--- config.mk ---
export PLATFORM = sky130hd
export DESIGN_NAME = tmr_top
export DESIGN_NICKNAME = d
export VERILOG_FILES = /design/src/rtl/tmr_pkg.sv /design/src/rtl/tmr_ctrl.sv /design/src/rtl/tmr_datapath.sv /design/src/rtl/tmr_top.sv
export SDC_FILE = /design/constraint.sdc
export NUM_CORES = 1
export LEC_CHECK = 0
export ABC_AREA = 0
export BUFFER_PORTS_ARGS = -buffer_cell sky130_fd_sc_hd__buf_2
export CAP_MARGIN = 20
export CORE_UTILIZATION = 63
export DETAILED_ROUTE_END_ITERATION = 16
export GPL_TIMING_DRIVEN = 0
export PLACE_DENSITY = 0.86
export SYNTH_ARGS = -nofsm -noshare
export SYNTH_HDL_FRONTEND = slang
export SYNTH_SLANG_ARGS = --single-unit
--- constraint.sdc ---
create_clock -name clk -period 4.3 [get_ports clk]
set_input_delay 0.215 -clock clk [delete_from_list [all_inputs] [get_ports clk]]
set_output_delay 0.215 -clock clk [all_outputs]
set_load 0.01 [all_outputs]
--- src/rtl/tmr_pkg.sv ---
package tmr_pkg;
  // word index of each register (busAddr[3:2])
  localparam logic [1:0] IDX_START = 2'd0;
  localparam logic [1:0] IDX_COUNT = 2'd1;
  localparam logic [1:0] IDX_CFG   = 2'd2;
  localparam logic [1:0] IDX_STAT  = 2'd3;

  // strobes and levels from control to datapath
  typedef struct packed {
    logic startWr;   // write to start-value register
    logic countWr;   // write to counter register
    logic restart;   // zero the tick phase
    logic copyLoad;  // copy start value into count (enable edge)
    logic runEn;     // enable level
    logic autoRe;    // auto-reload level
  } dpCtl_t;
endpackage

--- src/rtl/tmr_ctrl.sv ---
module tmr_ctrl
  import tmr_pkg::*;
#(
  parameter int unsigned DATA_W = 32,
  parameter int unsigned ADDR_W = 4,
  parameter int unsigned PRE_W  = 8
) (
  input  logic              clk,
  input  logic              rstN,
  input  logic              busWrite,
  input  logic [ADDR_W-1:0] busAddr,
  input  logic [DATA_W-1:0] busWdata,
  input  logic [DATA_W-1:0] countVal,
  input  logic [DATA_W-1:0] startVal,
  input  logic              expire,
  output dpCtl_t            dpCtl,
  output logic [PRE_W-1:0]  prescale,
  output logic [DATA_W-1:0] busRdata,
  output logic              irq
);
  localparam int unsigned PRE_LSB = 8;
  localparam int unsigned PRE_MSB = PRE_LSB + PRE_W - 1;

  logic hiZero;
  logic hit;
  logic [1:0] sel;
  logic enQ, autoQ, statusQ;
  logic [PRE_W-1:0] preQ;
  logic cfgWr, statWr, enRise;

  generate
    if (ADDR_W > 4) begin : g_hi
      assign hiZero = (busAddr[ADDR_W-1:4] == '0);
    end else begin : g_nohi
      assign hiZero = 1'b1;
    end
  endgenerate

  assign hit    = hiZero && (busAddr[1:0] == 2'b00);
  assign sel    = busAddr[3:2];
  assign cfgWr  = busWrite && hit && (sel == IDX_CFG);
  assign statWr = busWrite && hit && (sel == IDX_STAT);
  assign enRise = cfgWr && !enQ && busWdata[0];

  always_comb begin
    dpCtl.startWr  = busWrite && hit && (sel == IDX_START);
    dpCtl.countWr  = busWrite && hit && (sel == IDX_COUNT);
    dpCtl.restart  = dpCtl.startWr || dpCtl.countWr || enRise;
    dpCtl.copyLoad = enRise && busWdata[1] && (countVal == '0);
    dpCtl.runEn    = enQ;
    dpCtl.autoRe   = autoQ;
  end

  always_ff @(posedge clk or negedge rstN) begin
    if (!rstN) begin
      enQ   <= 1'b0;
      autoQ <= 1'b0;
      preQ  <= '0;
    end else if (cfgWr) begin
      enQ   <= busWdata[0];
      autoQ <= busWdata[1];
      preQ  <= busWdata[PRE_MSB:PRE_LSB];
    end
  end

  // expiry has priority over a software clear
  always_ff @(posedge clk or negedge rstN) begin
    if (!rstN)                     statusQ <= 1'b0;
    else if (expire)               statusQ <= 1'b1;
    else if (statWr && busWdata[0]) statusQ <= 1'b0;
  end

  always_comb begin
    busRdata = '0;
    if (hit) begin
      unique case (sel)
        IDX_START: busRdata = startVal;
        IDX_COUNT: busRdata = enQ ? countVal : '0;
        IDX_CFG: begin
          busRdata[0]               = enQ;
          busRdata[1]               = autoQ;
          busRdata[PRE_MSB:PRE_LSB] = preQ;
        end
        IDX_STAT: busRdata[0] = statusQ;
        default: busRdata = '0;
      endcase
    end
  end

  assign prescale = preQ;
  assign irq      = statusQ;
endmodule

--- src/rtl/tmr_datapath.sv ---
module tmr_datapath
  import tmr_pkg::*;
#(
  parameter int unsigned DATA_W = 32,
  parameter int unsigned PRE_W  = 8
) (
  input  logic              clk,
  input  logic              rstN,
  input  dpCtl_t            dpCtl,
  input  logic [PRE_W-1:0]  prescale,
  input  logic [DATA_W-1:0] busWdata,
  output logic [DATA_W-1:0] countVal,
  output logic [DATA_W-1:0] startVal,
  output logic              expire
);
  localparam logic [DATA_W-1:0] ONE = DATA_W'(1);

  logic [DATA_W-1:0] countQ, startQ;
  logic [PRE_W-1:0]  phaseQ;
  logic running, tick, swWr;

  assign running = dpCtl.runEn && (countQ != '0);
  assign tick    = running && (phaseQ >= prescale);
  assign swWr    = dpCtl.startWr || dpCtl.countWr;
  assign expire  = tick && (countQ == ONE) && !swWr;

  always_ff @(posedge clk or negedge rstN) begin
    if (!rstN) startQ <= '0;
    else if (dpCtl.startWr) startQ <= busWdata;
  end

  always_ff @(posedge clk or negedge rstN) begin
    if (!rstN) begin
      countQ <= '0;
    end else if (swWr) begin
      countQ <= busWdata;
    end else if (dpCtl.copyLoad) begin
      countQ <= startQ;
    end else if (tick) begin
      if (countQ == ONE) countQ <= dpCtl.autoRe ? startQ : '0;
      else               countQ <= countQ - ONE;
    end
  end

  always_ff @(posedge clk or negedge rstN) begin
    if (!rstN)              phaseQ <= '0;
    else if (dpCtl.restart) phaseQ <= '0;
    else if (tick)          phaseQ <= '0;
    else if (running)       phaseQ <= phaseQ + PRE_W'(1);
  end

  assign countVal = countQ;
  assign startVal = startQ;
endmodule

--- src/rtl/tmr_top.sv ---
module tmr_top
  import tmr_pkg::*;
#(
  parameter int unsigned DATA_W = 32,
  parameter int unsigned ADDR_W = 4,
  parameter int unsigned PRE_W  = 8
) (
  input  logic              clk,
  input  logic              rstN,
  input  logic              busWrite,
  input  logic [ADDR_W-1:0] busAddr,
  input  logic [DATA_W-1:0] busWdata,
  output logic [DATA_W-1:0] busRdata,
  output logic              irq
);
  dpCtl_t            dpCtl;
  logic [PRE_W-1:0]  prescale;
  logic [DATA_W-1:0] countVal, startVal;
  logic              expire;

  tmr_ctrl #(.DATA_W(DATA_W), .ADDR_W(ADDR_W), .PRE_W(PRE_W)) ctrl_i (
    .clk(clk), .rstN(rstN), .busWrite(busWrite), .busAddr(busAddr),
    .busWdata(busWdata), .countVal(countVal), .startVal(startVal),
    .expire(expire), .dpCtl(dpCtl), .prescale(prescale),
    .busRdata(busRdata), .irq(irq)
  );

  tmr_datapath #(.DATA_W(DATA_W), .PRE_W(PRE_W)) dp_i (
    .clk(clk), .rstN(rstN), .dpCtl(dpCtl), .prescale(prescale),
    .busWdata(busWdata), .countVal(countVal), .startVal(startVal),
    .expire(expire)
  );
endmodule

==> impl_metrics.yaml, run 1 <==
cts:
  clock_latency_ps: 360
  tritoncts.num_buffers: 9
  cts_max_path_buffers: 2
  cts.reportedPaths.clkPinSlew_ps: 90
  htreeDepth: 3
  root_buffer: "clkbuf_8"
  cts_tree: "done"
  cts_sinks: 83
global_route:
  grt_pass1_wl_um: 23970
  grt_max_degree: 61
  overflow: 0
  grt_usage_pct: 35.91
  grt_pass1_vias: 4797
  antenna_found_initial: 0
finish:
  final_layout_size_suffix_gt1_share_pct: 24.24
  stdcell_count: 761
  postLayoutCoreUtil_pct: 73.75
  nFillCells: 618
  syn_to_final_growth_pct: 13.79
  final_nets: 701
  insertedDiodeCount: 0
synthesis:
  synth_cell_types: 57
  synth-edff-count: 0
  syn_avg_cell_area_um2: 9.329
  syn_nets: 618
  ys.warnings.count: 0
  synth_common_cells: "88 x nor2_1, 83 x dfrtp_1, 43 x mux2_2"
  ys_ff_latch: 83
  synth_area_um2: 5299
  synthFlopType: "dfrtp_1"
  async_reset_ff_share_pct: 100.0
  synth-seq-area-share_pct: 39.20
  synth_area_leaders: "dfrtp_1 39%, mux2_2 9.1%, nor2_1 6.2%"
  synth_most_common_cell: "nor2_1"
  synthCells: 568
  netlist.top_cell.by_area: "dfrtp_1"
  synth_top_area_share_pct: 39.20
floorplanning:
  dieArea_um2: 8782
  die_w_um: 93.71
  rows: 33
  io_pins: 72
  start_util_pct: 64.81
  coreArea_um2: 8175
  die_h_um: 93.71
route:
  routedLengthMet1_um: 6151
  dr_wl_met3_um: 1196
  vias: 5062
  first_pass_iters: 5
  drt_wl_total_um: 15140
  drc: 0
  vias_per_cell: 6.652
  met2_length_um: 7229
  ant_nets: 0
  routed.top_layer: "met4"
  wl_per_cell_um: 19.89
  drtIter0Drc: 593
sta:
  fmax_ghz: 0.3076
  slew_headroom_pct: 36.35
  setup_violations: 0
  setup_tns_ps: 0
  worst_slew_pin_slew_ps: 947.4
  maxSlewViolCount: 0
  period_minus_slack_ps: 3251
  fin_ws_ps: 1049
  skew_ps: 12.26
  rsz0062_at_grt: "no"
  finalHoldViolCount: 0
  fin_crit_sh_pct: 75.61
placement:
  place.gp.congestion: 0.9528
  dp_slack_ps: 1149
  port_buffers: 70
  hpwlAfterDp_um: 10730
  dpl.cell_count: 744
min_path:
  hold_class: "in -> reg"
  min-delay-start: "busWdata[4]"
  holdPathEnd: "dp_i.startVal[4]"
  hold_depth: 2
critical_path:
  ff2ff_path_depth: 8
  r2r-end: "dp_i.countVal[10]"
  crit_path_end_kind: "flop"
  critPathKind: "reg -> reg"
  crit_arrival_ps: 3520
  worstPathRequired_ps: 4560
  r2r-start: "dp_i.countVal[4]"
  worst-r2r-setup-slack_ps: 1050
  start_kind: "flop"
  critPathMaxFanout: 10
power:
  power_leakage_uw: 0.002604
  peakVddDrop_mv: 0.2421
  power-per-cell-area_nw_per_um2: 508.9
  power_uw: 3068
job:
  maxCapViolations: 0
status:
  status: "completed"
## sequential cells by signal (all words and copies together) (netlist names)
name / count
ctrl_i.autoQ: 1
ctrl_i.enQ: 1
ctrl_i.irq: 1
ctrl_i.prescale: 8
dp_i.countVal: 32
dp_i.phaseQ: 8
dp_i.startVal: 32
## per-layer routing
layer / vias up / track usage (%)
met3: 48 / 5.178
met4: 0 / 17.69
met2: 279 / 59.00
met1: 2464 / 46.22
met5: - / 1.923
li1: 2271 / -
## through the flow
step / area (um^2) / hold slack (ps)
2_1_floorplan: 5299 / -80.59
3_3_place_gp: 5781 / 464.3
3_5_place_dp: 5817 / 140.5
4_1_cts: 6030 / 95.49
5_1_grt: 6030 / 92.36
6_report: 6030 / 94.72
## kinds of logic (layout without fill, tap and decap cells)
logic type               Yosys count  count (layout)  synth area share, %
AO/OA/AOI/OAI                    148             148                20.73
XOR/XNOR                          27              27                4.463
adder cells (fa/ha/maj)           11              11                2.597
buffers and inverters             58             146                5.006
flip-flops                        83              83                39.20
multiplexers                      52              52                10.84
AND/OR/NAND/NOR                  189             189                17.17
## power by group
group	leakage [uW]	internal, uW	switching (uW)	total [uW]
registers	0.00102	1030	305	1330
logic	0.00149	538	611	1150
clock network	0.0000922	287	300	587
total	0.00260	1850	1220	3070
## worst max path at each step
| stage | from | endpoint | slack, ps | depth (start not counted) |
|---|---|---|---|---|
| after detailed placement | dp_i.countVal[4] | dp_i.countVal[26] | 1150 | 7 |
| after CTS | dp_i.countVal[4] | dp_i.countVal[26] | 1130 | 7 |
| after global placement | dp_i.countVal[2] | dp_i.countVal[13] | 1120 | 7 |
| after floorplan | dp_i.countVal[0] | dp_i.countVal[0] | 1510 | 10 |
| final | dp_i.countVal[4] | dp_i.countVal[10] | 1050 | 8 |
| after global routing | dp_i.countVal[4] | dp_i.countVal[2] | 900 | 8 |
## timing repair
item / CTS / global route
resized for setup: 0 / 0
buffers inserted: 0 / 0
hold buffers: 1 / 0
endpoints found under the hold margin: 23 / 0
## placed cells by master, fill, tap and decap left out, types with 12 or more instances in the layout
cell type	count
nand2_1	28
a21oi_1	25
xor2_1	16
nor2_1	88
clkbuf_1	30
a22oi_1	22
mux2_2	43
o31ai_1	22
nand3_1	12
dfrtp_1	83
buf_2	77
## worst max-delay path, stage by stage, from the launching register on
cell,delay [ps]
dfrtp_1,490
nor3_1,800
nand4_1,430
o31a_1,420
a21oi_1,200
buf_2,290
buf_2,340
nand2_1,100
o31ai_1,80
## layout make-up
| cell class | instances | area (um^2) | share of cell area [%] |
|---|---|---|---|
| clock inverters | 5 | 61.31 | 1.017 |
| well taps | 105 | 131.4 | 2.179 |
| inverters | 11 | 41.29 | 0.6848 |
| flip-flops and latches | 83 | 2077 | 34.45 |
| multi-input cells | 427 | 2963 | 49.14 |
| clock buffers | 11 | 141.4 | 2.345 |
| repair buffers | 72 | 390.4 | 6.474 |
| plain buffers | 47 | 224.0 | 3.714 |
(Power assumes the default switching activity.)
==> inputs of run 2 (changes only) <==
CORE_UTILIZATION = 58   (was 63)
PLACE_DENSITY = 0.8   (was 0.86)
clock period = 3.2 ns   (was 4.3 ns; I/O delays follow)
==> run 2 against run 1 <==
Routed wire length is 1.8% higher; die area increased by 8.4%; setup slack worse by 970 ps; critical path depth rose by 2; first-iteration DRC count down 28%.
==> impl_metrics.yaml, run 2 (same netlist as run 1, synthesis figures left out) <==
critical_path:
  crit_path_frequent_cell: "buf_6"
  crit_path_end_kind: "flop"
  cp_top_family: "simple AND/OR/NAND/NOR gates"
  critPathKind: "reg -> reg"
  crit_arrival_ps: 3360
  r2r-start: "dp_i.countVal[0]"
  worstPathCellList: "inv_1 > ha_1 > or3b_1 > buf_6 > or4_4 > a211o_1 > buf_6 > buf_6 > a221oi_2 > o22ai_1"
  cp_num_buf_inv: 4
  cpPeakStageDelay_ps: 560
  start_kind: "flop"
  crit_path_top_delay_cell: "or4_4"
  critPathMaxFanout: 10
  worstPathRequired_ps: 3440
  crit_start: "dp_i.countVal[0]"
global_route:
  grt_usage_pct: 32.69
  overflow: 0
  antenna_found_initial: 0
  grt_pass1_wl_um: 24520
  grt_max_degree: 50
  grt_pass1_vias: 4940
cts:
  htreeDepth: 3
  tritoncts.num_buffers: 9
  cts_tree: "done"
  cts_sinks: 83
  root_buffer: "clkbuf_8"
  clock_latency_ps: 370
  cts_max_path_buffers: 2
  cts.reportedPaths.clkPinSlew_ps: 90
power:
  clkPwrFrac_pct: 18.4
  peakVddDrop_mv: 0.3254
  combPwrFrac_pct: 38.1
  seqPwrFrac_pct: 43.5
  p_sw_uw: 1636
  swShare_pct: 39.65
  intPower_uw: 2490
  power_leakage_uw: 0.002627
  power-per-cell-area_nw_per_um2: 679.5
sta:
  setup_tns_ps: 0
  period_minus_slack_ps: 3120
  maxSlewViolCount: 0
  rsz0062_at_grt: "yes"
  fin_ws_ps: 79.93
  slew_headroom_pct: 32.01
  setup_violations: 0
  fin_crit_sh_pct: 97.50
  fmax_ghz: 0.3205
  worst_slew_pin_slew_ps: 1007
  finalHoldViolCount: 0
  skew_ps: 9.683
min_path:
  min-delay-start: "busWdata[4]"
  hold_class: "in -> reg"
route:
  wl_per_cell_um: 20.12
  first_pass_iters: 5
  drt_wl_total_um: 15410
  ant_nets: 0
  drc: 0
  drtIter0Drc: 426
  vias: 5008
  vias_per_cell: 6.538
floorplanning:
  io_pins: 72
  start_util_pct: 60.47
  dieArea_um2: 9522
  die_w_um: 97.58
  coreArea_um2: 8763
  rows: 34
  die_h_um: 97.58
placement:
  dp_slack_ps: 74.81
  hpwlAfterDp_um: 10980
  port_buffers: 70
  place.gp.congestion: 0.9440
finish:
  final_cell_mix: "88 x nor2_1, 83 x dfrtp_1, 77 x buf_2"
  final_layout_size_suffix_gt1_share_pct: 25.23
  syn_to_final_growth_pct: 14.59
  final_nets: 705
  insertedDiodeCount: 0
  final_common_cell: "nor2_1"
status:
  status: "completed"
job:
  maxCapViolations: 0
[run 2: cell count changes in the layout (fill, tap and decap cells not counted), sizes merged]
| cell | change |
|---|---|
| buf | +4 |
| clkinvlp | -2 |
| clkbuf | +1 |
| inv | -1 |
[run 2: power groups by stage]
stage / Combinational (uW) / Sequential [uW] / Clock (uW)
after global routing: 1730 / 1840 / 792
after detailed placement: 1520 / 1790 / 0
after CTS: 1540 / 1770 / 757
after global placement: 1450 / 1770 / 0
after floorplan: 1180 / 1680 / 0
final: 1570 / 1790 / 759
[run 2: path summary, 6_finish.rpt]
check | to | slack (ps) | depth (start not counted)
setup / recovery | dp_i.countVal[0] | 80 | 10
hold / removal | dp_i.startVal[4] | 40 | 2
setup reg to reg | dp_i.countVal[0] | 80 | 10
hold reg to reg | ctrl_i.prescale[1] | 540 | 1
max in group asynchronous | dp_i.startVal[17] | 2290 | 3
min in group asynchronous | dp_i.countVal[4] | 280 | 2
[run 2: metrics by stage]
stage | area, um^2 | cells | total power, uW | utilization (%) | hold WS (ps)
after floorplan | 5299 | 568 | 2857 | - | -135.6
after global placement | 5784 | 746 | 3211 | 66.01 | 409.2
after detailed placement | 5819 | 748 | 3309 | 66.40 | 151.6
after CTS | 6012 | 763 | 4064 | 68.60 | 38.25
after global routing | 6072 | 766 | 4367 | 69.29 | 44.38
final | 6072 | 766 | 4126 | 69.29 | 35.50
[run 2: timing repair]
item | CTS | global route
buffers inserted | 0 | 3
hold buffers | 1 | 0
endpoints found under the setup margin | 0 | 32
gates resized for setup | 0 | 10
hold endpoints to repair | 34 | 0
[run 2: cell type report]
cell class	count	area (um^2)
Multi-Input combinational cell	427	2990
Fill cell	724	2691
Sequential cell	83	2077
Timing Repair Buffer	76	417.9
Buffer	47	227.7
Clock buffer	12	145.1
Tap cell	108	135.1
Inverter	11	41.29
Clock inverter	2	37.54
[run 2: worst register-to-register path: cells and delay by family (launching register included)]
kind                       cells  cell delay [ps]
and+or+nand+nor                2              930
AOI/OAI and AO/OA              3              760
buffers and inverters          4              630
DFF                            1              450
adders and majority gates      1              220
[run 2: per-layer routing]
layer	part of all wire [%]	wire, um	track usage [%]	vias to the layer above
met3	8.8	1352	6.403	52
met5	0	0	0	-
met2	48	7406	53.31	281
li1	-	-	-	2275
met1	39	6074	41.44	2400
met4	3.8	578	16.40	0
